File: src/rtl/gpio_port_pkg.sv
package gpio_port_pkg;

  localparam int PIN_W = 8;
  localparam int ANA_W = 5;

  // Register selects; the bus decode depends on these values.
  typedef enum logic [2:0] {
    SEL_PORT  = 3'd0,
    SEL_LATCH = 3'd1,
    SEL_DIR   = 3'd2,
    SEL_ANA   = 3'd3
  } reg_sel_e;

  // Pins that the oscillator strap claims.
  localparam logic [PIN_W-1:0] OSC_PIN_MASK = 8'hC0;

  // Spread the analog-select bits onto pin positions 3:0 and 5.
  function automatic logic [PIN_W-1:0] ana_pin_mask(input logic [ANA_W-1:0] sel);
    return {2'b00, sel[4], 1'b0, sel[3:0]};
  endfunction

endpackage

File: src/rtl/gpio_rst_sync.sv
module gpio_rst_sync (
  input  logic clk,
  input  logic rst_n,
  output logic rst_sync_n
);

  logic meta_q;
  logic hold_q;

  always_ff @(posedge clk or negedge rst_n) begin
    if (!rst_n) begin
      meta_q <= 1'b0;
      hold_q <= 1'b0;
    end else begin
      meta_q <= 1'b1;
      hold_q <= meta_q;
    end
  end

  assign rst_sync_n = hold_q;

endmodule

File: src/rtl/gpio_in_sync.sv
module gpio_in_sync #(
  parameter int W      = 8,
  parameter int STAGES = 2
) (
  input  logic         clk,
  input  logic         rst_n,
  input  logic [W-1:0] async_in,
  output logic [W-1:0] sync_out
);

  logic [W-1:0] stage_q [STAGES];
  logic [W-1:0] stage_d [STAGES];

  always_comb begin
    stage_d[0] = async_in;
    for (int i = 1; i < STAGES; i++) begin
      stage_d[i] = stage_q[i-1];
    end
  end

  generate
    for (genvar g = 0; g < STAGES; g++) begin : g_stage
      always_ff @(posedge clk or negedge rst_n) begin
        if (!rst_n) begin
          stage_q[g] <= '0;
        end else begin
          stage_q[g] <= stage_d[g];
        end
      end
    end
  endgenerate

  assign sync_out = stage_q[STAGES-1];

endmodule

File: src/rtl/gpio_regs.sv
module gpio_regs
  import gpio_port_pkg::*;
#(
  parameter int ADDR_W = 3
) (
  input  logic              clk,
  input  logic              rst_n,
  input  logic              wr_en,
  input  logic [ADDR_W-1:0] wr_addr,
  input  logic [PIN_W-1:0]  wr_data,
  output logic [PIN_W-1:0]  lat_q,
  output logic [PIN_W-1:0]  dir_q,
  output logic [ANA_W-1:0]  ana_q
);

  logic             lat_en;
  logic             dir_en;
  logic             ana_en;
  logic [PIN_W-1:0] lat_d;
  logic [PIN_W-1:0] dir_d;
  logic [ANA_W-1:0] ana_d;

  // Next-state decode: the port and latch addresses share one latch.
  always_comb begin
    lat_en = wr_en && ((wr_addr == ADDR_W'(SEL_PORT)) || (wr_addr == ADDR_W'(SEL_LATCH)));
    dir_en = wr_en && (wr_addr == ADDR_W'(SEL_DIR));
    ana_en = wr_en && (wr_addr == ADDR_W'(SEL_ANA));
    lat_d  = wr_data;
    dir_d  = wr_data;
    ana_d  = wr_data[ANA_W-1:0];
  end

  always_ff @(posedge clk or negedge rst_n) begin
    if (!rst_n) begin
      lat_q <= '0;
      dir_q <= '1;
      ana_q <= '1;
    end else begin
      if (lat_en) lat_q <= lat_d;
      if (dir_en) dir_q <= dir_d;
      if (ana_en) ana_q <= ana_d;
    end
  end

endmodule

File: src/rtl/gpio_rd_mux.sv
module gpio_rd_mux
  import gpio_port_pkg::*;
#(
  parameter int ADDR_W = 3
) (
  input  logic [ADDR_W-1:0] rd_addr,
  input  logic [PIN_W-1:0]  pins_sync,
  input  logic [PIN_W-1:0]  lat_q,
  input  logic [PIN_W-1:0]  dir_q,
  input  logic [ANA_W-1:0]  ana_q,
  input  logic [PIN_W-1:0]  osc_mask,
  output logic [PIN_W-1:0]  rd_data
);

  logic [PIN_W-1:0] port_keep;
  logic [PIN_W-1:0] reg_keep;

  always_comb begin
    port_keep = ~(ana_pin_mask(ana_q) | osc_mask);
    reg_keep  = ~osc_mask;
    rd_data   = '0;
    if (rd_addr == ADDR_W'(SEL_PORT)) begin
      rd_data = pins_sync & port_keep;
    end else if (rd_addr == ADDR_W'(SEL_LATCH)) begin
      rd_data = lat_q & reg_keep;
    end else if (rd_addr == ADDR_W'(SEL_DIR)) begin
      rd_data = dir_q & reg_keep;
    end else if (rd_addr == ADDR_W'(SEL_ANA)) begin
      rd_data = {{(PIN_W-ANA_W){1'b0}}, ana_q};
    end
  end

endmodule

File: src/rtl/gpio_port8.sv
module gpio_port8
  import gpio_port_pkg::*;
#(
  parameter int ADDR_W      = 3,
  parameter int SYNC_STAGES = 2
) (
  input  logic              clk,
  input  logic              rst_n,
  input  logic [ADDR_W-1:0] bus_addr,
  input  logic              bus_we,
  input  logic [PIN_W-1:0]  bus_wdata,
  output logic [PIN_W-1:0]  bus_rdata,
  input  logic              osc_mode,
  input  logic [PIN_W-1:0]  pin_in,
  output logic [PIN_W-1:0]  pin_oe,
  output logic [PIN_W-1:0]  pin_out
);

  logic             rst_sync_n;
  logic [PIN_W-1:0] pins_sync;
  logic [PIN_W-1:0] lat_q;
  logic [PIN_W-1:0] dir_q;
  logic [ANA_W-1:0] ana_q;
  logic [PIN_W-1:0] osc_mask;

  gpio_rst_sync u_rst (
    .clk        (clk),
    .rst_n      (rst_n),
    .rst_sync_n (rst_sync_n)
  );

  gpio_in_sync #(.W(PIN_W), .STAGES(SYNC_STAGES)) u_sync (
    .clk      (clk),
    .rst_n    (rst_sync_n),
    .async_in (pin_in),
    .sync_out (pins_sync)
  );

  gpio_regs #(.ADDR_W(ADDR_W)) u_regs (
    .clk     (clk),
    .rst_n   (rst_sync_n),
    .wr_en   (bus_we),
    .wr_addr (bus_addr),
    .wr_data (bus_wdata),
    .lat_q   (lat_q),
    .dir_q   (dir_q),
    .ana_q   (ana_q)
  );

  assign osc_mask = osc_mode ? OSC_PIN_MASK : '0;

  gpio_rd_mux #(.ADDR_W(ADDR_W)) u_rd (
    .rd_addr   (bus_addr),
    .pins_sync (pins_sync),
    .lat_q     (lat_q),
    .dir_q     (dir_q),
    .ana_q     (ana_q),
    .osc_mask  (osc_mask),
    .rd_data   (bus_rdata)
  );

  // Drivers follow direction even on analog pins; the strap overrides pins 7:6.
  assign pin_oe  = ~dir_q & ~osc_mask;
  assign pin_out = lat_q;

endmodule

File: config.mk
export PLATFORM = sky130hd
export DESIGN_NAME = gpio_port8
export DESIGN_NICKNAME = d
export VERILOG_FILES = /design/src/rtl/gpio_port_pkg.sv /design/src/rtl/gpio_rst_sync.sv /design/src/rtl/gpio_in_sync.sv /design/src/rtl/gpio_regs.sv /design/src/rtl/gpio_rd_mux.sv /design/src/rtl/gpio_port8.sv
export SDC_FILE = /design/constraint.sdc
export NUM_CORES = 1
export LEC_CHECK = 0
export ABC_AREA = 0
export BUFFER_PORTS_ARGS = -buffer_cell sky130_fd_sc_hd__buf_4
export CAP_MARGIN = 40
export CORE_MARGIN = 2
export CORE_UTILIZATION = 52
export CTS_BUF_LIST = sky130_fd_sc_hd__clkbuf_8
export DETAILED_ROUTE_END_ITERATION = 10
export GPL_ROUTABILITY_DRIVEN = 0
export PLACE_DENSITY = 0.89
export SETUP_SLACK_MARGIN = 0.15
export SLEW_MARGIN = 0
export SYNTH_ARGS = -nofsm -noshare
export SYNTH_HDL_FRONTEND = slang
export SYNTH_SLANG_ARGS = --single-unit
File: constraint.sdc
create_clock -name clk -period 1.7 [get_ports clk]
set_input_delay 0.34 -clock clk [delete_from_list [all_inputs] [get_ports clk]]
set_output_delay 0.34 -clock clk [all_outputs]
set_load 0.02 [all_outputs]
==> metrics.csv, run 1 <==
stage;metric;value;unit
layout;drive_gt1_share;66.10;%
sta;slew_viol_final;0;
logic_synthesis;yosys_warnings;0;
global_routing;grt_max_degree;36;
logic_synthesis;syn_nets;136;
die;die-area;3483;um^2
setup_path;reg2reg_depth;3;
logic_synthesis;synth_seq_area_share;63.04;%
logic_synthesis;netlist_area;1574;um^2
flow_run;maxCapViolCount;0;
sta;grt_setup_unrepaired;true;
placement;place_ws;-38.62;ps
power;powerDensity;1085;nW/um^2
placement;dp_cells;195;
run_status;status;finished, violations left;
setup_path;critical_path.slowest_cell;or3b_4;
drt;wire_per_inst;17.23;um
logic_synthesis;synth-async-reset-ratio;100.0;%
drt;drt-initial-drc-count;17;
setup_path;end_kind;output port;
placement;placed_area;2103;um^2
drt;drc_errors;0;
setup_path;max_stage_delay;390;ps
sta;tns;-579.5;ps
cts;cts.sinks;39;
cts;clk_pin_slew_worst_paths;70;ps
layout;synthToLayoutAreaGrowth;45.47;%
sta;hold_viol_final;0;
drt;vias;1143;
worst_hold_path;min-delay-path-class;reg -> async;
logic_synthesis;avgSynthCellArea;13.93;um^2
die;row_count;19;
logic_synthesis;syn_inst;113;
die;start_util;56.11;%
global_routing;grt_pass1_wl;5.658;mm
layout;final_cells;208;
global_routing;antenna_found_initial;0;
die;dieHeight;59.02;um
cts;cts-root-buf;clkbuf_8;
sta;min_period_over_period;107.1;%
power;irDropWorstVdd;0.8508;mV
setup_path;cp_data_required_time;1360;ps
setup_path;startpoint_type;register;
drt;first_pass_iters;4;
sta;max_freq;0.5493;GHz
run_status;failed_checks;negative setup slack;
layout;antenna_cells;0;
cts;clockBufferDepth;2;
setup_path;crit_type;reg -> out;
cts;h-tree-depth;2;
power;total_leakage_power;1.042;nW
placement;io_buffers;46;
die;io_pins;47;
cts;cts_made_buffers;5;
placement;dp_hpwl;2.539;mm
layout;fin_nets;200;
die;fp.coreArea;2805;um^2
sta;fin_skew;6.530;ps
cts;cts_tree;done;
die;die_w;59.02;um
sta;min_period;1820;ps
logic_synthesis;ys.flop_type;dfrtp_1;
logic_synthesis;synth_edf_count;0;
global_routing;grt_pass1_vias;1176;
global_routing;track_usage;22.72;%
logic_synthesis;yosysUniqueCellTypes;23;
sta;timing.final.ws_setup;-120.4;ps
drt;avgViaCountPerCell;5.495;
layout;stdcell_area;2290;um^2
logic_synthesis;synth-seq-cells;39;
drt;detail-route-antenna-nets;0;
setup_path;path_max_fanout;3;
drt;totalWireLength;3.584;mm
power;p_total;2.484;mW
global_routing;grt_overflow;0;
setup_path;critical_path_arrival;1480;ps
setup_path;path_cells;or3b_4 > a221oi_4 > buf_6;
cts;clock_latency;290;ps
sta;finalSetupViolCount;6;
==> worst paths after layout <==
path	slack [ps]	to	start
worst min register to register	40	u_sync.stage_d[1]	u_rst.rst_sync_n
worst max-delay path	-120	bus_rdata[0]	u_regs.ana_q[0]
worst min-delay path	40	u_sync.stage_d[1]	u_rst.rst_sync_n
worst max register to register	690	u_regs.lat_q[4]	u_regs.lat_q[4]
min in group clk	160	u_sync.stage_d[6]	pin_in[6]
max in group asynchronous	1020	u_regs.ana_q[3]	u_rst.rst_sync_n
==> flip-flops by register name, summed over array words and instances, names as in the netlist <==
register and count:
u_sync.stage_d 8, u_rst.rst_sync_n 1, u_regs.ana_q 5, u_regs.lat_q 8
u_regs.dir_q 8, u_rst.meta_q 1, u_sync.sync_out 8
==> cells by family after synthesis <==
group	synth area share (%)
compound gates	7.393
buf+inv	4.292
flops	63.04
mux	15.98
other cells	0.2382
simple gates	9.062
==> power by group <==
part / switching [mW] / leakage, nW / internal [mW]
clock network: 0.289 / 0.0470 / 0.318
logic: 0.341 / 0.554 / 0.355
registers: 0.0794 / 0.441 / 1.10
==> worst max-delay path, delay by kind of cell (launching register included) <==
kind                   cells  cell delay (ps)
AOI/OAI and AO/OA          1              280
buffers and inverters      1              150
DFF                        1              380
and+or+nand+nor            1              390
==> cell type report <==
cell class	count	area [um^2]
flip-flops and latches	39	992.2
clock buffers	6	82.58
well taps	31	38.79
repair buffers	63	498.0
inverters	6	22.52
clock inverters	1	5.005
multi-input cells	62	650.6
fillers	170	515.5
==> per-layer routing <==
layer / GRT usage (%) / vias to the layer above / wire length, um
li1: - / 521 / -
met3: 7.205 / 6 / 178
met2: 37.46 / 38 / 1907
met5: 0 / - / 0
met1: 29.06 / 578 / 1453
met4: 6.494 / 0 / 44
==> synth_stat cells (all sizes together) (2+ instances only) <==
| cell | instances | area, um^2 |
|---|---|---|
| mux2i | 6 | 60.06 |
| o21ai | 6 | 30.03 |
| mux2 | 15 | 168.9 |
| dfstp | 13 | 341.6 |
| a21oi | 5 | 25.02 |
| nor2 | 2 | 7.510 |
| inv | 6 | 22.52 |
| nor3 | 2 | 10.01 |
| a221oi | 5 | 43.79 |
| or3b | 5 | 43.79 |
| nand2 | 6 | 22.52 |
| dfrtp | 26 | 650.6 |
| a2bb2oi | 2 | 17.52 |
| nor2b | 2 | 12.51 |
| buf | 6 | 45.04 |
==> timing repair <==
item | in CTS | in global routing
pin swaps | 4 | 4
resized for setup | 11 | 2
hold buffers | 1 | 0
hold endpoints to repair | 2 | 0
setup buffers | 4 | 1
endpoints found under the setup margin | 8 | 8
==> placed cells by master (no fill, tap or decap), drive strengths merged <==
cell type	count
mux4	1
mux2i	6
nand4b	1
nand2b	1
conb	1
a221oi	5
clkinv	1
a2bb2oi	2
nor2b	2
dfrtp	26
clkbuf	6
nor3	2
and4bb	1
inv	6
dlygate4sd3	1
nor3b	1
a21oi	5
nand2	6
buf	62
o21ai	6
or3b	5
nor2	2
mux2	15
dfstp	13
==> stage by stage <==
step / hold slack (ps) / util, %
final: 36.05 / 81.62
after global routing: 45.80 / 81.62
after CTS: 41.05 / 81.13
after detailed placement: 34.76 / 74.98
after global placement: 26.54 / 74.98
after floorplan: 44.41 / -
No activity file was read; power rests on OpenSTA's default activity.
==> run 2: changes to the inputs <==
--- a/config.mk
+++ b/config.mk
@@ -8,6 +8,7 @@
 export ABC_AREA = 0
 export BUFFER_PORTS_ARGS = -buffer_cell sky130_fd_sc_hd__buf_4
 export CAP_MARGIN = 40
+export CORE_ASPECT_RATIO = 0.6
 export CORE_MARGIN = 2
 export CORE_UTILIZATION = 52
 export CTS_BUF_LIST = sky130_fd_sc_hd__clkbuf_8
==> run 2 against run 1 <==
  * The flow still finishes with violations (negative setup slack)
  * Via count rose by 2.3%
  * Die area rose by 0.42%
  * Wire length rose by 6.7%
  * Final cell count rose by 5.3%
  * Sequential share of layout area fell by 0.56 points
  * Highest routed layer unchanged
  * Sequential power barely moved
  * Combinational power rose by 1%
  * Global-route usage rose by 1.6 points
  * Register-to-register slack improved by 90 ps
  * Critical path type unchanged
==> metrics.csv, run 2 (synthesized netlist as in run 1, its figures left out) <==
stage;metric;value;unit;change
run_status;status;finished, violations left;;
run_status;failed_checks;negative setup slack;;
drt;avgViaCountPerCell;5.338;;-2.9%
global_routing;grt_max_degree;38;;+5.6%
global_routing;grt_overflow;0;;unchanged
cts;cts_made_buffers;5;;unchanged
die;die_w;75.03;um;+27%
layout;fill_cells;153;;-10%
global_routing;grt_pass1_wl;5.961;mm;+5.4%
layout;final_common_cell;buf_4;;
sta;hold_viol_final;0;;unchanged
layout;postLayoutCoreUtil;80.78;%;-0.84 points
global_routing;grt_pass1_vias;1204;;+2.4%
drt;vias;1169;;+2.3%
layout;regArea;992.2;um^2;unchanged
drt;drt-initial-drc-count;106;;+89
power;powerDensity;1160;nW/um^2;+6.9%
die;start_util;54.81;%;-1.3 points
sta;hold_ws;145.5;ps;+109.5 ps
sta;timing.final.ws_setup;-132.9;ps;-12.59 ps
cts;cts.sinks;39;;unchanged
power;seqPwrFrac;44.1;%;-3.4 points
drt;first_pass_iters;4;;unchanged
setup_path;startpoint_type;register;;
die;fp.coreArea;2872;um^2;+2.4%
sta;finalSetupViolCount;6;;unchanged
setup_path;path_cells;or3b_4 > a221oi_4 > buf_6;;
die;dieHeight;46.62;um;-21%
setup_path;crit_type;reg -> out;;
setup_path;critical_path_arrival;1490;ps;about the same
sta;max_freq;0.5456;GHz;-0.69%
setup_path;path_max_fanout;2;;-1
cts;clockBufferDepth;2;;unchanged
layout;drive_gt1_share;64.97;%;-1.1 points
setup_path;crit_path_start;u_regs.ana_q[2];;
setup_path;end_kind;output port;;
cts;h-tree-depth;2;;unchanged
drt;wire_per_inst;17.47;um;+1.4%
power;irDropWorstVdd;0.8208;mV;-3.5%
placement;dp_hpwl;2.559;mm;+0.77%
cts;cts_tree;done;;
setup_path;cp_data_required_time;1360;ps;about the same
power;pwr-share-clk;29.7;%;+5.3 points
layout;layout_common_cells;buf_4 (55), dfrtp_1 (26), mux2_2 (15), dfstp_2 (13);;
drt;totalWireLength;3.825;mm;+6.7%
power;p_comb_share;26.2;%;-1.8 points
cts;clk_pin_slew_worst_paths;80;ps;about the same
drt;detail-route-antenna-nets;0;;unchanged
placement;io_buffers;46;;unchanged
layout;multiInputGateArea;644.4;um^2;-0.96%
die;die-area;3497;um^2;+0.42%
drt;drc_errors;0;;unchanged
global_routing;antenna_found_initial;0;;unchanged
flow_run;maxCapViolCount;0;;unchanged
layout;antenna_cells;0;;unchanged
placement;dp_cells;204;;+4.6%
layout;synthToLayoutAreaGrowth;47.38;%;
worst_hold_path;hp-start;pin_in[2];;
setup_path;critical_path.slowest_cell;dfstp_2;;
sta;min_period;1833;ps;+12.59 ps
setup_path;reg2reg_from;u_regs.lat_q[4];;
sta;fin_skew;7.085;ps;+0.5550 ps
power;p_int;1.933;mW;+9.0%
cts;cts-root-buf;clkbuf_8;;
power;total_leakage_power;1.052;nW;+0.95%
layout;final_cells;219;;+5.3%
layout;fin_nets;199;;-0.50%
setup_path;max_stage_delay;380;ps;about the same
global_routing;track_usage;24.33;%;+1.6 points
power;power.share.switching;28.14;%;-0.43 points
die;row_count;15;;-4
worst_hold_path;min-delay-path-class;in -> reg;;
cts;clock_latency;290;ps;about the same
die;io_pins;47;;unchanged
power;p_sw;0.7569;mW;+6.7%
sta;min_period_over_period;107.8;%;+0.74 points
sta;grt_setup_unrepaired;true;;
sta;slew_viol_final;0;;unchanged
run 2: changes by cell type in the layout (fill, tap and decap cells not counted), sizes merged:
cell,previous run,this run
buf,62,61
bufinv,0,1
run 2: layout make-up:
type / count / area share [%]
clock buffer: 6 / 3.560
inverter: 6 / 0.9709
sequential: 39 / 42.77
multi-input combinational: 62 / 27.78
tap: 42 / 2.265
timing repair buffer: 62 / 21.14
clock inverter: 2 / 1.510
run 2: power by group through the flow:
stage	sequential (mW)	clock, mW	combinational [mW]
after floorplan	1.23	0	0.329
after global placement	1.19	0	0.598
after detailed placement	1.20	0	0.619
after CTS	1.18	0.795	0.696
after global routing	1.20	0.840	0.748
final	1.18	0.799	0.706
run 2: repair_timing:
action / 4_1_cts / 5_1_grt
pin swaps: 6 / 3
gates resized for setup: 9 / 2
setup endpoints to repair: 8 / 8
hold endpoints to repair: 2 / 0
setup buffers: 6 / 0
hold buffers: 1 / 0
run 2: final timing paths:
path / to / slack, ps / depth (start not counted)
max: bus_rdata[2] / -130 / 3
min in group asynchronous: u_sync.sync_out[6] / 280 / 1
min reg2reg: u_sync.sync_out[6] / 280 / 1
max reg2reg: u_regs.lat_q[4] / 780 / 2
min: u_sync.stage_d[2] / 150 / 1
max in group asynchronous: u_regs.dir_q[1] / 1070 / 1
run 2: critical path, delay by kind of cell (launching register included):
kind	cells	cell delay [ps]
AND/OR/NAND/NOR	1	380
flip-flops	1	380
buffers and inverters	1	150
AO/OA/AOI/OAI	1	280
run 2: routing by layer:
layer / share of wire [%] / track usage, % / up-vias
met4: 1.1 / 6.429 / 0
met3: 5.4 / 6.565 / 6
met1: 47 / 33.43 / 596
li1: - / - / 523
met2: 47 / 38.77 / 44
met5: 0 / 0 / -
run 2: per-stage QoR:
step | power (mW) | cell area (um^2) | setup WS [ps] | TNS [ps]
final | 2.690 | 2320 | -132.9 | -668.1
after floorplan | 1.559 | 1688 | 114.1 | 0
after detailed placement | 1.820 | 2102 | -27.97 | -49.31
after global routing | 2.790 | 2320 | -166.4 | -853.4
after CTS | 2.667 | 2307 | -143.1 | -684.3
after global placement | 1.786 | 2102 | -22.74 | -27.46
==> run 3: changes to the inputs <==
--- a/config.mk
+++ b/config.mk
@@ -10,11 +10,12 @@
 export CAP_MARGIN = 40
 export CORE_ASPECT_RATIO = 0.6
 export CORE_MARGIN = 2
-export CORE_UTILIZATION = 52
+export CORE_UTILIZATION = 47
 export CTS_BUF_LIST = sky130_fd_sc_hd__clkbuf_8
 export DETAILED_ROUTE_END_ITERATION = 10
 export GPL_ROUTABILITY_DRIVEN = 0
-export PLACE_DENSITY = 0.89
+export GPL_TIMING_DRIVEN = 0
+export PLACE_DENSITY = 0.86
 export SETUP_SLACK_MARGIN = 0.15
 export SLEW_MARGIN = 0
 export SYNTH_ARGS = -nofsm -noshare
==> constraint.sdc (replaced) <==
create_clock -name clk -period 1.5 [get_ports clk]
set_input_delay 0.3 -clock clk [delete_from_list [all_inputs] [get_ports clk]]
set_output_delay 0.3 -clock clk [all_outputs]
set_load 0.02 [all_outputs]
==> run 3 against run 2 <==
  * The flow still finishes with violations (negative setup slack)
  * Worst setup slack lost 150 ps
  * Count of clock-buffer cells in the layout down 1
  * Total power up 5.9%
  * Sequential power increased by 14%
  * Critical endpoint is now bus_rdata[1]
  * Largest cell class unchanged
==> metrics.csv, run 3 (synthesized netlist as in run 1, its figures left out) <==
stage;metric;value;unit;change
run_status;status;finished, violations left;;
run_status;failed_checks;negative setup slack;;
global_routing;grt_max_degree;18;;-53%
cts;cts_made_buffers;5;;unchanged
die;die_w;78.71;um;+4.9%
global_routing;track_usage;21.35;%;-3.0 points
power;irDropWorstVdd;0.8474;mV;+3.2%
cts;cts-root-buf;clkbuf_8;;
setup_path;startpoint_type;register;;
layout;fill_cells;210;;+37%
setup_path;cp_data_required_time;1200;ps;-160 ps
power;p_total;2.850;mW;+5.9%
setup_path;critical_path_arrival;1480;ps;about the same
drt;totalWireLength;3.584;mm;-6.3%
global_routing;antenna_found_initial;0;;unchanged
global_routing;grt_pass1_wl;5.968;mm;+0.12%
drt;vias;1130;;-3.3%
sta;timing.final.ws_setup;-281.2;ps;-148.2 ps
die;start_util;48.84;%;-6.0 points
drt;avgViaCountPerCell;5.090;;-4.6%
placement;dp_cells;205;;+0.49%
cts;cts_tree;done;;
drt;detail-route-antenna-nets;0;;unchanged
sta;hold_ws;116.1;ps;-29.45 ps
layout;fin_nets;199;;unchanged
cts;clock_latency;290;ps;about the same
placement;io_buffers;45;;-2.2%
drt;first_pass_iters;6;;+2
global_routing;grt_overflow;0;;unchanged
placement;dp_hpwl;2.634;mm;+3.0%
layout;synthToLayoutAreaGrowth;52.15;%;
die;io_pins;47;;unchanged
sta;min_period_over_period;118.7;%;
die;dieHeight;48.83;um;+4.7%
placement;placed_area;2152;um^2;+2.4%
setup_path;path_max_fanout;2;;unchanged
worst_hold_path;min-delay-path-class;in -> reg;;
die;die-area;3843;um^2;+9.9%
layout;multiInputGateArea;646.9;um^2;+0.39%
layout;regArea;993.5;um^2;+0.13%
cts;cts.sinks;39;;unchanged
setup_path;end_kind;output port;;
layout;layout_common_cells;buf_4 (35), dfrtp_1 (25), buf_6 (19), mux2_2 (15), dfstp_2 (13);;
sta;finalSetupViolCount;8;;+2
cts;h-tree-depth;2;;unchanged
die;row_count;16;;+1
power;powerDensity;1190;nW/um^2;+2.6%
layout;final_common_cell;buf_4;;
layout;stdcell_area;2395;um^2;+3.2%
die;fp.coreArea;3223;um^2;+12%
power;total_leakage_power;1.075;nW;+2.2%
drt;wire_per_inst;16.14;um;-7.6%
setup_path;crit_type;reg -> out;;
drt;drt-initial-drc-count;94;;-11%
placement;place_ws;-240.9;ps;-212.9 ps
drt;drc_errors;0;;unchanged
layout;final_cells;222;;+1.4%
layout;antenna_cells;0;;unchanged
sta;fin_skew;3.189;ps;-3.896 ps
sta;hold_viol_final;0;;unchanged
layout;postLayoutCoreUtil;74.30;%;-6.5 points
sta;tns;-1735;ps;-1067 ps
layout;drive_gt1_share;64.97;%;unchanged
cts;clockBufferDepth;2;;unchanged
flow_run;maxCapViolCount;0;;unchanged
sta;max_freq;0.5614;GHz;
sta;min_period;1781;ps;
global_routing;grt_pass1_vias;1208;;+0.33%
sta;grt_setup_unrepaired;true;;
cts;clk_pin_slew_worst_paths;70;ps;about the same
sta;slew_viol_final;0;;unchanged
run 3: cell type report:
class | count | share of cell area [%]
sequential | 39 | 41.48
clock inverter | 3 | 0.5225
inverter | 6 | 0.9404
buffer | 6 | 2.821
tap | 45 | 2.351
timing repair buffer | 56 | 22.00
multi-input combinational | 62 | 27.01
clock buffer | 5 | 2.874
run 3: power breakdown:
group / switching [mW] / internal [mW] / total [mW]
logic: 0.403 / 0.462 / 0.866
clock network: 0.333 / 0.312 / 0.645
registers: 0.0901 / 1.25 / 1.34
run 3: critical path, stage by stage (launching register included):
cell      delay [ps]
dfstp_2          370
or3b_4           370
a221oi_4         290
buf_6            160
run 3: layer usage:
metal	share of wire [%]	global-route usage (%)
met5	0	0
met4	1.2	7.895
met3	6.4	5.741
met2	46	31.91
met1	46	30.28
run 3: what timing repair did:
item	in CTS	in global routing
setup buffers	6	2
resized for setup	6	16
endpoints found under the hold margin	2	0
cloned	0	0
pin swaps	10	1
endpoints found under the setup margin	8	16
hold buffers	1	0
run 3: worst paths after layout:
path                                   from                end  slack, ps  depth (start not counted)
setup / recovery            u_regs.ana_q[1]       bus_rdata[1]       -280                          3
hold / removal                    pin_in[1]  u_sync.stage_d[1]        120                          1
setup reg to reg            u_regs.lat_q[4]    u_regs.lat_q[4]        470                          3
hold reg to reg            u_rst.rst_sync_n  u_sync.stage_d[0]        150                          0
max in group asynchronous  u_rst.rst_sync_n    u_regs.dir_q[5]        680                          2
min in group asynchronous  u_rst.rst_sync_n  u_sync.stage_d[0]        150                          0
